`src/rtl/wordcap_pkg.sv`:
```
`timescale 1ns/1ps
package wordcap_pkg;
  typedef enum logic [1:0] {
    K_DATA  = 2'd0,
    K_BEGIN = 2'd1,
    K_END   = 2'd2
  } word_kind_e;

  // kind tag lives in the two most significant bits
  function automatic word_kind_e kind_of(input logic [1:0] tag);
    case (tag)
      2'b10:   kind_of = K_BEGIN;
      2'b11:   kind_of = K_END;
      default: kind_of = K_DATA;
    endcase
  endfunction
endpackage

```
`src/rtl/wordcap_limit_reg.sv`:
```
`timescale 1ns/1ps
module wordcap_limit_reg #(
  parameter int unsigned          CW      = 12,
  parameter logic [CW-1:0]        LIM_RST = 12'h060
) (
  input  logic          clk,
  input  logic          rst_n,
  input  logic          we,
  input  logic [CW-1:0] wdata,
  output logic [CW:0]   lim_eff
);
  localparam logic [CW:0] FULL = {1'b1, {CW{1'b0}}};

  logic [CW-1:0] field_q, field_d;

  always_comb begin
    field_d = field_q;
    if (we) field_d = wdata;
  end

  always_ff @(posedge clk or negedge rst_n) begin
    if (!rst_n) field_q <= LIM_RST;
    else        field_q <= field_d;
  end

  assign lim_eff = (field_q == '0) ? FULL : {1'b0, field_q};

  AST_LIM_HOLD: assert property (@(posedge clk) disable iff (!rst_n)
    !we |=> $stable(field_q));
  AST_LIM_RANGE: assert property (@(posedge clk) disable iff (!rst_n)
    (lim_eff != '0) && (lim_eff <= FULL));
endmodule

```
`src/rtl/wordcap_frame_ctl.sv`:
```
`timescale 1ns/1ps
module wordcap_frame_ctl
  import wordcap_pkg::*;
#(
  parameter int unsigned DW  = 32,
  parameter int unsigned CW  = 12,
  parameter int unsigned ECW = 8
) (
  input  logic           clk,
  input  logic           rst_n,
  input  logic           acc,
  input  logic [DW-1:0]  din,
  input  logic [CW:0]    lim_eff,
  output logic           fwd,
  output logic [DW-1:0]  fwd_data,
  output logic           fwd_trunc,
  output logic [ECW-1:0] err_cnt
);
  logic           open_q, open_d;
  logic [CW:0]    cnt_q, cnt_d;
  logic [CW:0]    cap_q, cap_d;
  logic           cut_q, cut_d;
  logic [ECW-1:0] err_q, err_d;
  logic           orphan;

  always_comb begin
    open_d    = open_q;
    cnt_d     = cnt_q;
    cap_d     = cap_q;
    cut_d     = cut_q;
    err_d     = err_q;
    fwd       = 1'b0;
    fwd_data  = din;
    fwd_trunc = 1'b0;
    orphan    = 1'b0;
    if (acc) begin
      case (kind_of(din[DW-1:DW-2]))
        K_BEGIN: begin
          open_d = 1'b1;
          cnt_d  = '0;
          cap_d  = lim_eff;
          cut_d  = 1'b0;
          fwd    = 1'b1;
        end
        K_END: begin
          if (open_q) begin
            fwd       = 1'b1;
            fwd_data  = {din[DW-1:CW], cnt_q[CW-1:0]};
            fwd_trunc = cut_q;
            open_d    = 1'b0;
          end else begin
            orphan = 1'b1;
          end
        end
        default: begin
          if (!open_q) begin
            orphan = 1'b1;
          end else if (cnt_q < cap_q) begin
            fwd   = 1'b1;
            cnt_d = cnt_q + 1'b1;
          end else begin
            cut_d = 1'b1;
          end
        end
      endcase
    end
    if (orphan && (err_q != '1)) err_d = err_q + 1'b1;
  end

  always_ff @(posedge clk or negedge rst_n) begin
    if (!rst_n) begin
      open_q <= 1'b0;
      cnt_q  <= '0;
      cap_q  <= '0;
      cut_q  <= 1'b0;
      err_q  <= '0;
    end else begin
      open_q <= open_d;
      cnt_q  <= cnt_d;
      cap_q  <= cap_d;
      cut_q  <= cut_d;
      err_q  <= err_d;
    end
  end

  assign err_cnt = err_q;

  AST_CNT_BOUND: assert property (@(posedge clk) disable iff (!rst_n)
    open_q |-> (cnt_q <= cap_q));
  AST_ERR_MONO: assert property (@(posedge clk) disable iff (!rst_n)
    1'b1 |=> (err_q >= $past(err_q)));
endmodule

```
`src/rtl/wordcap_out_stage.sv`:
```
`timescale 1ns/1ps
module wordcap_out_stage #(
  parameter int unsigned DW = 32
) (
  input  logic          clk,
  input  logic          rst_n,
  input  logic          load,
  input  logic [DW-1:0] ld_data,
  input  logic          ld_trunc,
  input  logic          out_ready,
  output logic          slot_free,
  output logic          out_valid,
  output logic [DW-1:0] out_data,
  output logic          out_trunc
);
  logic          vld_q, vld_d;
  logic [DW-1:0] dat_q, dat_d;
  logic          trc_q, trc_d;

  assign slot_free = !vld_q || out_ready;

  always_comb begin
    vld_d = vld_q;
    dat_d = dat_q;
    trc_d = trc_q;
    if (load) begin
      vld_d = 1'b1;
      dat_d = ld_data;
      trc_d = ld_trunc;
    end else if (out_ready) begin
      vld_d = 1'b0;
    end
  end

  always_ff @(posedge clk or negedge rst_n) begin
    if (!rst_n) begin
      vld_q <= 1'b0;
      dat_q <= '0;
      trc_q <= 1'b0;
    end else begin
      vld_q <= vld_d;
      dat_q <= dat_d;
      trc_q <= trc_d;
    end
  end

  assign out_valid = vld_q;
  assign out_data  = dat_q;
  assign out_trunc = trc_q;

  AST_OUT_HOLD: assert property (@(posedge clk) disable iff (!rst_n)
    (out_valid && !out_ready) |=> (out_valid && $stable(out_data) && $stable(out_trunc)));
endmodule

```
`src/rtl/wordcap_limiter.sv`:
```
`timescale 1ns/1ps
module wordcap_limiter #(
  parameter int unsigned   DW      = 32,
  parameter int unsigned   CW      = 12,
  parameter int unsigned   ECW     = 8,
  parameter logic [CW-1:0] LIM_RST = 12'h060
) (
  input  logic           clk,
  input  logic           rst_n,
  input  logic           in_valid,
  output logic           in_ready,
  input  logic [DW-1:0]  in_data,
  output logic           out_valid,
  input  logic           out_ready,
  output logic [DW-1:0]  out_data,
  output logic           out_trunc,
  input  logic           lim_we,
  input  logic [CW-1:0]  lim_wdata,
  output logic [ECW-1:0] err_count
);
  logic [CW:0]   lim_eff;
  logic          acc;
  logic          fwd;
  logic [DW-1:0] fwd_data;
  logic          fwd_trunc;
  logic          slot_free;

  assign in_ready = slot_free;
  assign acc      = in_valid && slot_free;

  wordcap_limit_reg #(.CW(CW), .LIM_RST(LIM_RST)) u_limit (
    .clk(clk), .rst_n(rst_n), .we(lim_we), .wdata(lim_wdata), .lim_eff(lim_eff)
  );

  wordcap_frame_ctl #(.DW(DW), .CW(CW), .ECW(ECW)) u_frame (
    .clk(clk), .rst_n(rst_n), .acc(acc), .din(in_data), .lim_eff(lim_eff),
    .fwd(fwd), .fwd_data(fwd_data), .fwd_trunc(fwd_trunc), .err_cnt(err_count)
  );

  wordcap_out_stage #(.DW(DW)) u_out (
    .clk(clk), .rst_n(rst_n), .load(fwd), .ld_data(fwd_data), .ld_trunc(fwd_trunc),
    .out_ready(out_ready), .slot_free(slot_free), .out_valid(out_valid),
    .out_data(out_data), .out_trunc(out_trunc)
  );

  AST_TRUNC_END: assert property (@(posedge clk) disable iff (!rst_n)
    (out_valid && out_trunc) |-> (out_data[DW-1:DW-2] == 2'b11));
  AST_BEGIN_PASS: assert property (@(posedge clk) disable iff (!rst_n)
    (in_valid && in_ready && (in_data[DW-1:DW-2] == 2'b10))
      |=> (out_valid && (out_data == $past(in_data))));
endmodule

```
`config.mk`:
```
export PLATFORM = sky130hd
export DESIGN_NAME = wordcap_limiter
export DESIGN_NICKNAME = d
export VERILOG_FILES = /design/src/rtl/wordcap_pkg.sv /design/src/rtl/wordcap_limit_reg.sv /design/src/rtl/wordcap_frame_ctl.sv /design/src/rtl/wordcap_out_stage.sv /design/src/rtl/wordcap_limiter.sv
export SDC_FILE = /design/constraint.sdc
export NUM_CORES = 1
export LEC_CHECK = 0
export CORE_MARGIN = 5
export CORE_UTILIZATION = 40
export CTS_BUF_LIST = sky130_fd_sc_hd__clkbuf_4
export DETAILED_ROUTE_END_ITERATION = 8
export DONT_BUFFER_PORTS = 1
export MAX_ROUTING_LAYER = met4
export PLACE_DENSITY = 0.62
export SLEW_MARGIN = 20
export SYNTH_ARGS = -nofsm -noshare
export SYNTH_HDL_FRONTEND = slang
export SYNTH_HIERARCHICAL = 1
export SYNTH_SLANG_ARGS = --single-unit
```
`constraint.sdc`:
```
create_clock -name clk -period 5.1 [get_ports clk]
set_clock_uncertainty 0.2 [all_clocks]
set_input_delay 0.255 -clock clk [delete_from_list [all_inputs] [get_ports clk]]
set_output_delay 0.255 -clock clk [all_outputs]
set_load 0.1 [all_outputs]
```
; Word level (Yosys, flattened, before mapping)
; Index checks and enable logic that the tools add are counted.
[word_totals]
ff_bits = 82
input_bits = 49
output_inout_bits = 43
[classes]
add_sub_neg = 2
magnitude_cmp = 1
n_eq_ne = 6
mux = 26
n_bitwise = 1
reduce_logical = 13
[op_table]
columns = op, n
row1 = 2-to-1 mux 13 bit, 3
row2 = 2-to-1 mux 12 bit, 3
row3 = one-hot mux 13 bit (2 select lines), 1
row4 = 2-to-1 mux 1 bit, 14
row5 = "adder 13 x 1 -> 13 bit, second input constant", 1
row6 = < comparator 13 bit, 1
row7 = zero test 12 bit, 1
row8 = "adder 8 x 1 -> 8 bit, second input constant", 1
row9 = "inequality test 8 bit, second input constant", 1
row10 = AND reduction 4 bit, 2
row11 = nonzero test 2 bit, 4
row12 = "== test 2 bit, second input constant", 3
row13 = one-hot mux 1 bit (2 select lines), 3
row14 = one-hot mux 2 bit (2 select lines), 1
row15 = AND reduction 2 bit, 2
row16 = "== test 2 x 1 -> 1 bit, second input constant", 1
row17 = logical AND 1 bit, 2
row18 = 2-to-1 mux 2 bit, 1
row19 = "inequality test 2 bit, second input constant", 1
row20 = zero test 1 bit, 1
row21 = logical OR 1 bit, 1
row22 = inverter 1 bit, 1

; Longest topological paths before layout
; Gate-level depths: netlist of the first run.
[depth]
depth_word = 8
ltp_mapped = 10

; Modules after synthesis
; The synthesis of the first run kept the hierarchy.
[by_module_without_submodules]
columns = mod, n_inst, cells_per_inst, area_each_um2, seq_area_each_um2
row1 = wordcap_frame_ctl, 1, 231, 2254.7, 900.9
row2 = wordcap_out_stage, 1, 73, 1415.1, 850.8
row3 = wordcap_limit_reg, 1, 41, 556.8, 302.8
row4 = wordcap_limiter, 1, 1, 6.3, 0.0

; Worst setup path before layout of the first run
; OpenSTA, ideal clock, no wires.
[synth_timing]
path_type = register to register
from = reg u_out.vld_q, in the netlist u_out/out_valid
to = reg u_out.dat_q[10], in the netlist u_out/out_data[10]
setup_ns = 0.126
t_arrival_ns = 3.286
t_required_ns = 4.774
path_slack_ns = 1.488
stages_incl_launch_ff = 7
path_buffers = 1
cell_sequence = dfrtp_1 > nand2b_1 > and2_1 > nand4_1 > clkbuf_1 > mux2_2 > mux2_4
[synth_via]
elab_chain_cells = 4
word_cells_on_any_way = 5
cone_classes = mux (2) / reduce/logical (3)
[synth_lines]
columns = item, line_no
row1 = "start, declared", wordcap_out_stage.sv:16  ; logic vld_q, vld_d;
row2 = "start signal, assigned", wordcap_out_stage.sv:41  ; vld_q <= vld_d;
row3 = zero test 1 bit, wordcap_out_stage.sv:20  ; assign slot_free = !vld_q || out_ready;
row4 = logical OR 1 bit, wordcap_out_stage.sv:20
row5 = via in_ready, wordcap_limiter.sv:11  ; output logic in_ready,
row6 = logical AND 1 bit, wordcap_limiter.sv:29  ; assign acc = in_valid && slot_free;
row7 = via acc, wordcap_limiter.sv:22  ; logic acc;
row8 = 2-to-1 mux 12 bit, wordcap_frame_ctl.sv:36  ; if (acc) begin
row9 = via fwd_data[10], wordcap_limiter.sv:24  ; logic [DW-1:0] fwd_data;
row10 = "end signal, assigned", wordcap_out_stage.sv:42  ; dat_q <= dat_d;
row11 = "end, declared", wordcap_out_stage.sv:17  ; logic [DW-1:0] dat_q, dat_d;
; The timed path passes the listed nets, and every way through them passes these cells.
; A chain may end at the register's enable or synchronous reset.

; Worst setup path after layout of the first run
[layout_timing]
from = reg u_out.vld_q, in the netlist u_out/out_valid
to = reg u_out.dat_q[7], in the netlist u_out/out_data[7]
[layout_via]
elab_chain_cells = 4
word_cells_on_any_way = 5
cone_classes = mux (2) / reduce/logical (3)
[layout_lines]
columns = item, line_no
row1 = zero test 1 bit, wordcap_out_stage.sv:20
row2 = logical OR 1 bit, wordcap_out_stage.sv:20
row3 = logical AND 1 bit, wordcap_limiter.sv:29
row4 = via acc, wordcap_limiter.sv:22
row5 = 2-to-1 mux 12 bit, wordcap_frame_ctl.sv:36
row6 = via fwd_data[7], wordcap_limiter.sv:24
; The timed path passes the listed nets, and every way through them passes these cells.

==> flow_summary.ini, run 1 <==
[detailed_routing]
drcViolationCount = 0
dr.pass1.iters = 4
vias = 2587
wl_per_cell_um = 16.47
via_per_inst = 5.033
drtIter0Drc = 107
drt_wl_total_mm = 8.468
drtAntennaViolNets = 0

[global_routing]
grt_overflow_total = 0
antenna_found_initial = 0
grt_pass1_wl_mm = 14.06
grt_max_degree = 83
grt_pass1_vias = 2841
track_usage_pct = 14.15

[critical_path]
critPathMaxStageDelay_ps = 760
cp-end-kind = register
critPathSlowestCell = dfrtp_1
setup.worst_path.start_class = register
worstPathArrival_ps = 3790
critPathKind = register to register
r2r_cells = 6
critPathRequiredTime_ps = 5230
cp_cell_sequence = nand2b_1 > buf_4 > and2_1 > nand4_1 > mux2_2 > mux2_4
path_max_fanout = 13

[timing]
fmax_mhz = 273.8
fin_crit_ps = 3652
post-route-period-util_pct = 71.61
setup_tns_ps = 0
slew_violations = 0
slew-limit-headroom_pct = 33.01
setup_ws_ps = 1448
hold_viol = 0
worst_pin_slew_ps = 1005
holdWs_ps = 102.3
rsz0062_at_grt = no
setup_viol = 0

[cells_and_area]
drive_gt1_share_pct = 25.13
final_nets = 436
design_area_um2 = 4802
final_core_util_pct = 46.52
n_antenna_cell = 0
num-fill-cells = 933
syn_to_final_growth_pct = 13.45

[synth]
synth_area_leader_cell = dfrtp_1
synth.distinct_cells = 42
synth-main-ff-cell = dfrtp_1
synth.most_common_cell = dfrtp_1
ys_ff_latch = 82
netlist.area_leader.share_pct = 47.30
yosys_warnings = 6
synth_area_leaders = dfrtp_1, mux2_4, mux2_2, ha_1, buf_4
avgSynthCellArea_um2 = 12.23
async_reset_ff_share_pct = 100.0
synth_cells = 346
ys_seq_area_share_pct = 48.54
synth_area_um2 = 4233
syn-num-nets = 409
synth-edff-count = 0
synth_commonest_cells = dfrtp_1, mux2_4, nand2_1

[clock_network]
clockBufferDepth = 2
hold_buffers = 58
cts_root_buffer = clkbuf_4
numCtsBuffers = 9
cts_htree_levels = 3
clk_pin_slew_ps = 140
clock_latency_ps = 440
cts_num_sinks = 82
post_cts_buffers = 0
post_cts_resized = 0
cts_tree = done

[hold_path]
min_path_type = input pin to register
whs_path_depth = 3

[placed_design]
hpwl_mm = 5.573
place_area_um2 = 4075
place.gp.congestion = 0.7446
io_buffers = 0
place_ws_ps = 1464

[floorplanning]
core_um2 = 10320
ioPinCount = 92
num_rows = 37
floorplan.die.height_um = 112.9
dieArea_um2 = 12740
die_w_um = 112.9
start_util_pct = 41.00

[power]
ir_drop_v = 0.0003304
power_leakage_nw = 2.230
powerDensity_nw_per_um2 = 496.8

[run_status]
status = completed

[run]
drv_cap = 0
==> metal layers <==
layer | vias up | track usage [%] | share of wire, % | wire (um)
met5 | - | - | 0 | 0
met4 | 0 | 4.327 | 1.0 | 87
met3 | 9 | 4.920 | 8.2 | 695
met2 | 84 | 22.87 | 48 | 4092
met1 | 1261 | 16.67 | 42 | 3593
li1 | 1233 | - | - | -
==> power by group <==
part,switching [mW],total [mW],internal (mW)
Clock,0.247,0.351,0.104
Combinational,0.143,0.375,0.232
Sequential,0.884,1.66,0.775
==> worst paths after layout <==
kind | start | slack [ps] | endpoint
max | u_out/out_valid | 1450 | u_out/out_data[7]
min | out_ready | 100 | u_out/out_valid
max reg2reg | u_out/out_valid | 1450 | u_out/out_data[7]
min reg2reg | u_frame/cnt_q[12] | 300 | u_frame/cnt_q[12]
max in group asynchronous | rst_n | 4180 | u_limit/field_q[6]
min in group asynchronous | rst_n | 150 | u_out/out_data[31]
==> registers in the layout, summed over array words and instances, names as in the netlist <==
signal and flops:
u_out/out_trunc 1, u_limit/field_q 12, u_frame/cnt_q 13, u_frame/err_cnt 8, u_out/out_data 32, u_out/out_valid 1, u_frame/cap_q 13, u_frame/cut_q 1
u_frame/open_q 1
==> final cells by class <==
cell class,count,area [um2],area share [%]
Sequential cell,82,2054,42.78
Multi-Input combinational cell,205,1788,37.23
Timing Repair Buffer,60,613.1,12.77
Tap cell,136,170.2,3.544
Clock buffer,9,67.56,1.407
Inverter,15,56.30,1.172
Clock inverter,7,52.55,1.094
==> worst max-delay path, delay by kind of cell (launching register included) <==
kind	cells	cell delay (ps)
buf+inv	1	320
flops	1	760
mux	2	780
simple gates	3	1480
==> through the flow <==
stage,power [mW],std cells
floorplan,1.952,346
global placement,1.979,440
detailed placement,1.998,440
CTS,2.422,514
global route,2.498,514
finish,2.386,514
==> layout by cell type (no fill, tap or decap), types with 7 or more instances in the layout <==
cell | synthesis | layout
mux2_4 | 39 | 39
and3_1 | 7 | 7
ha_1 | 14 | 14
inv_1 | 14 | 14
dfrtp_1 | 80 | 80
nand2_1 | 33 | 33
o21ai_0 | 14 | 14
clkbuf_4 | 0 | 9
mux2_2 | 20 | 20
dlygate4sd3_1 | 0 | 57
nor2_1 | 8 | 8
a31oi_1 | 7 | 7
==> cell families (layout without fill, tap and decap cells) <==
logic type                 count (synthesis)  in the layout  share of synthesized area [%]
DFF                                       82             82                          48.54
and+or+nand+nor                           74             74                          8.454
muxes                                     63             63                          20.10
buffers and inverters                     59             91                          9.429
AOI/OAI and AO/OA                         46             46                          7.685
adders and majority gates                 14             14                          4.138
xor gates and xnor gates                   8              8                          1.655
Power figures use the tool's default switching activity.
==> inputs of run 2 (changes only) <==
clock period = 3.5 ns   (was 5.1 ns; I/O delays follow)
==> run 2 against run 1 <==
Compared with the run above: total power is 51% higher; via count increased by 2.5%; flip-flop and latch count is the same; sequential share of layout area down 0.93 points; design area up 2.2%; clock power grew 69%; global-route usage shrank 0.070 points; sequential power is 30% higher; die area unchanged; routed wire length hardly changed; clock-buffer cell count unchanged; largest cell class unchanged.
==> flow_summary.ini, run 2 (same netlist as run 1, synthesis figures left out) <==
[floorplanning]
ioPinCount = 92
die_w_um = 112.9
num_rows = 37
core_um2 = 10320
dieArea_um2 = 12740
start_util_pct = 41.00
floorplan.die.height_um = 112.9

[global_routing]
grt_use_met1_pct = 16.94
grt_max_degree = 83
grt_pass1_vias = 2843
antenna_found_initial = 0
grt_pass1_wl_mm = 14.03
use_met2_pct = 22.99
track_usage_pct = 14.08
grt_overflow_total = 0
top_usage_layer = met2
grt.met3_usage_pct = 3.957

[detailed_routing]
drtIter0Drc = 100
drcViolationCount = 0
via_per_inst = 5.061
dr.pass1.iters = 4
wl_per_cell_um = 16.15
drt_wl_total_mm = 8.460
vias = 2652
drtAntennaViolNets = 0

[timing]
hold_viol = 0
slew_violations = 0
setup_tns_ps = 0
fin_crit_ps = 3023
setup_viol = 0
slew-limit-headroom_pct = 38.47
fmax_mhz = 330.8
setup_ws_ps = 477.2
rsz0062_at_grt = no
post-route-period-util_pct = 86.36
worst_pin_slew_ps = 923.0

[hold_path]
hp-start = out_ready
hold_end = u_out/out_valid
min_path_type = input pin to register
whs_path_depth = 3

[critical_path]
critPathSlowestCell = dfrtp_1
cp-end-kind = register
r2r_cells = 8
cp_cell_sequence = ha_1 > a21oi_1 > nor3_1 > a2111o_1 > a21oi_1 > o221a_2 > buf_4 > mux2_2
setup.worst_path.start_class = register
r2r_slack_ps = 480
timing.rr.start = u_frame/cnt_q[6]
worstPathArrival_ps = 3140
critPathRequiredTime_ps = 3620
path_delay_family = compound AO/OA/AOI/OAI gates
path_max_fanout = 21
crit_top_cell = a21oi_1
path_buf_inv = 1
critPathKind = register to register
critPathMaxStageDelay_ps = 500
r2r-end = u_out/out_trunc

[clock_network]
cts_tree = done
clockBufferDepth = 2
cts_root_buffer = clkbuf_4
clock_latency_ps = 420
cts_htree_levels = 3
cts_num_sinks = 82
post_cts_buffers = 0
clk_pin_slew_ps = 130
numCtsBuffers = 9

[cells_and_area]
mostFrequentLayoutCells = dfrtp_1, dlygate4sd3_1, mux2_4
design_area_um2 = 4908
final_common_cell = dfrtp_1
syn_to_final_growth_pct = 15.96
final_nets = 447
largest_register_ffs = 32
n_antenna_cell = 0
num-fill-cells = 914
drive_gt1_share_pct = 27.58

[placed_design]
io_buffers = 0
place_ws_ps = 532.5
place_area_um2 = 4160
place.gp.congestion = 0.7891
hpwl_mm = 5.732

[power]
ir_drop_v = 0.0005845
power_leakage_nw = 2.301
powerDensity_nw_per_um2 = 736.2

[run_status]
status = completed

[run]
drv_cap = 0
[run 2: what timing repair did]
item	in CTS	in global routing
endpoints found under the hold margin	134	0
resized for setup	0	0
hold buffers	58	0
[run 2: worst max path at each step]
stage / from / to / cells past startpoint
final: u_frame/cnt_q[6] / u_out/out_trunc / 8
after global placement: u_frame/cnt_q[6] / u_out/out_trunc / 8
after global routing: u_frame/cnt_q[6] / u_out/out_trunc / 8
after detailed placement: u_frame/cnt_q[6] / u_out/out_data[29] / 8
after floorplan: u_out/out_valid / u_out/out_data[10] / 6
after CTS: u_frame/cnt_q[6] / u_out/out_data[29] / 8
[run 2: area by class of cell]
class / instances / area (um2) / area share [%]
clock buffers: 9 / 67.56 / 1.376
well taps: 136 / 170.2 / 3.467
clock inverters: 6 / 82.58 / 1.682
flip-flops and latches: 82 / 2054 / 41.86
multi-input cells: 205 / 1782 / 36.30
inverters: 15 / 56.30 / 1.147
repair buffers: 71 / 695.7 / 14.17
[run 2: metal layers]
metal | wire, um | part of all wire (%) | vias up
met5 | 0 | 0 | -
li1 | - | - | 1253
met1 | 3637 | 43 | 1304
met2 | 4113 | 49 | 85
met4 | 118 | 1.4 | 0
met3 | 591 | 7.0 | 10
[run 2: report_power, final]
| part | switching [mW] | internal [mW] |
|---|---|---|
| sequential | 1.02 | 1.13 |
| clock | 0.311 | 0.282 |
| combinational | 0.485 | 0.378 |
| total | 1.82 | 1.80 |
[run 2: metrics by stage]
step | power [mW] | hold slack [ps] | cells | util [%]
after detailed placement | 2.964 | -318.5 | 451 | 40.30
after floorplan | 2.845 | -320.6 | 346 | -
after global routing | 3.770 | 50.85 | 524 | 47.55
after CTS | 3.661 | 20.28 | 524 | 47.55
final | 3.614 | 53.71 | 524 | 47.55
after global placement | 2.939 | -318.7 | 451 | 40.30
[run 2: worst min-delay path: stages]
cell and delay [ps]:
nand2b_2 90, buf_4 290, nand2b_1 90
==> inputs of run 3 (changes only) <==
CORE_ASPECT_RATIO = 0.5   (was unset)
CORE_MARGIN = unset   (was 5)
==> run 3 against run 2 <==
Compared with the run above: global-route usage grew 2.0 points; maximum frequency increased by 3.4%; design area about the same; sequential power hardly changed; critical endpoint is now u_out/out_data[29]; highest routed layer unchanged; utilization is 0.33 points higher; combinational power barely moved; largest power group unchanged; total power is 0.88% lower; critical path depth did not move; flip-flop and latch count stayed put; sequential share of layout area about the same; setup slack better by 98 ps; critical path type unchanged; first-iteration DRC count increased by 63%.
==> flow_summary.ini, run 3 (same netlist as run 1, synthesis figures left out) <==
[clock_network]
cts_num_sinks = 82
numCtsBuffers = 9
cts_tree = done
clk_pin_slew_ps = 140
clockBufferDepth = 2
cts_root_buffer = clkbuf_4
cts_htree_levels = 3
post_cts_buffers = 0
clock_latency_ps = 430

[placed_design]
hpwl_mm = 5.691
place.gp.congestion = 0.8368
place_area_um2 = 4170
io_buffers = 0
place_inst = 454

[power]
p_switching_mw = 1.834
p_int_mw = 1.748
comb_power_share_pct = 24.2
ir_drop_v = 0.0002601
clock_power_share_pct = 15.5
power_leakage_nw = 2.293
p_sw_share_pct = 51.20
powerDensity_nw_per_um2 = 730.1
power_mw = 3.582
pwr-share-seq_pct = 60.3

[cells_and_area]
n_antenna_cell = 0
final_nets = 446
largest_register_ffs = 32
design_area_um2 = 4906
drive_gt1_share_pct = 27.32
syn_to_final_growth_pct = 15.90
mostFrequentLayoutCells = dfrtp_1, dlygate4sd3_1, mux2_4
num-fill-cells = 901
final_common_cell = dfrtp_1
instances_no_fill = 528

[timing]
setup_viol = 0
fmax_mhz = 342.0
setup_tns_ps = 0
worst_pin_slew_ps = 930.0
hold_viol = 0
slew_violations = 0
post-route-period-util_pct = 83.55
fin_crit_ps = 2924
slew-limit-headroom_pct = 38.00
rsz0062_at_grt = no

[critical_path]
critPathSlowestCell = dfrtp_1
path_buf_inv = 1
critPathMaxStageDelay_ps = 500
critPathRequiredTime_ps = 3630
path_max_fanout = 34
critPathKind = register to register
crit_top_cell = a21oi_1
setup.worst_path.start_class = register
worstPathArrival_ps = 3050
path_delay_family = compound AO/OA/AOI/OAI gates
crit_cells = 8
r2r_cells = 8
cp-end-kind = register
cp_cell_sequence = ha_1 > a21oi_1 > nor3_1 > a2111o_1 > a21oi_1 > o221a_2 > buf_12 > mux2_2

[detailed_routing]
drtAntennaViolNets = 0
via_per_inst = 4.928
drt_wl_total_mm = 8.324
wl_per_cell_um = 15.77
drtIter0Drc = 163
dr.pass1.iters = 4
vias = 2602
drcViolationCount = 0

[global_routing]
track_usage_pct = 16.12
grt_pass1_wl_mm = 13.21
antenna_found_initial = 0
grt_max_degree = 83
grt_overflow_total = 0
grt_pass1_vias = 2593

[floorplanning]
die_w_um = 147.5
start_util_pct = 41.31
core_um2 = 10250
num_rows = 26
dieArea_um2 = 11020
floorplan.die.height_um = 74.74
ioPinCount = 92

[run]
drv_cap = 0

[hold_path]
whs_path_depth = 3
min_path_type = input pin to register

[run_status]
status = completed
## run 3: cell type report
type / instances / area [um2] / area share [%]
Clock buffer: 11 / 82.58 / 1.683
Sequential cell: 82 / 2054 / 41.88
Timing Repair Buffer: 70 / 700.7 / 14.28
Clock inverter: 5 / 55.05 / 1.122
Multi-Input combinational cell: 205 / 1782 / 36.32
Inverter: 15 / 56.30 / 1.148
Tap cell: 140 / 175.2 / 3.571
## run 3: through the flow
stage	util [%]	hold slack [ps]	setup WS, ps
after floorplan	-	-320.6	221.0
after global placement	40.70	-319.2	708.8
after detailed placement	40.70	-319.3	598.9
after CTS	47.88	27.78	603.4
after global routing	47.88	32.40	399.8
final	47.88	64.03	575.6
## run 3: what timing repair did
item / in CTS / in global routing
gates resized for setup: 0 / 0
hold buffers: 58 / 0
endpoints found under the hold margin: 131 / 0
## run 3: final timing paths
kind                                    from  slack, ps                  to
setup / recovery            u_frame/cnt_q[6]        580  u_out/out_data[29]
hold / removal                   in_data[30]         60    u_frame/cnt_q[6]
setup reg to reg            u_frame/cnt_q[6]        580  u_out/out_data[29]
hold reg to reg            u_frame/cnt_q[12]        310   u_frame/cnt_q[12]
max in group asynchronous              rst_n       2650  u_limit/field_q[5]
min in group asynchronous              rst_n         90  u_out/out_data[16]
## run 3: power by group through the flow
stage | clock network (mW) | registers [mW] | logic [mW]
2_1_floorplan | 0 | 2.39 | 0.459
3_3_place_gp | 0 | 2.17 | 0.758
3_5_place_dp | 0 | 2.18 | 0.785
4_1_cts | 0.576 | 2.16 | 0.872
5_1_grt | 0.615 | 2.19 | 0.932
6_report | 0.554 | 2.16 | 0.866
## run 3: routing by layer
metal	GRT usage [%]	vias to the layer above	wire, um
met4	4.696	0	64
met1	20.49	1269	4016
met5	-	-	0
met2	25.52	71	3862
li1	-	1256	-
met3	4.364	6	381
## run 3: worst min-delay path: cells and delay by family
kind | cells | cell delay, ps
simple gates | 1 | 120
compound gates | 2 | 370
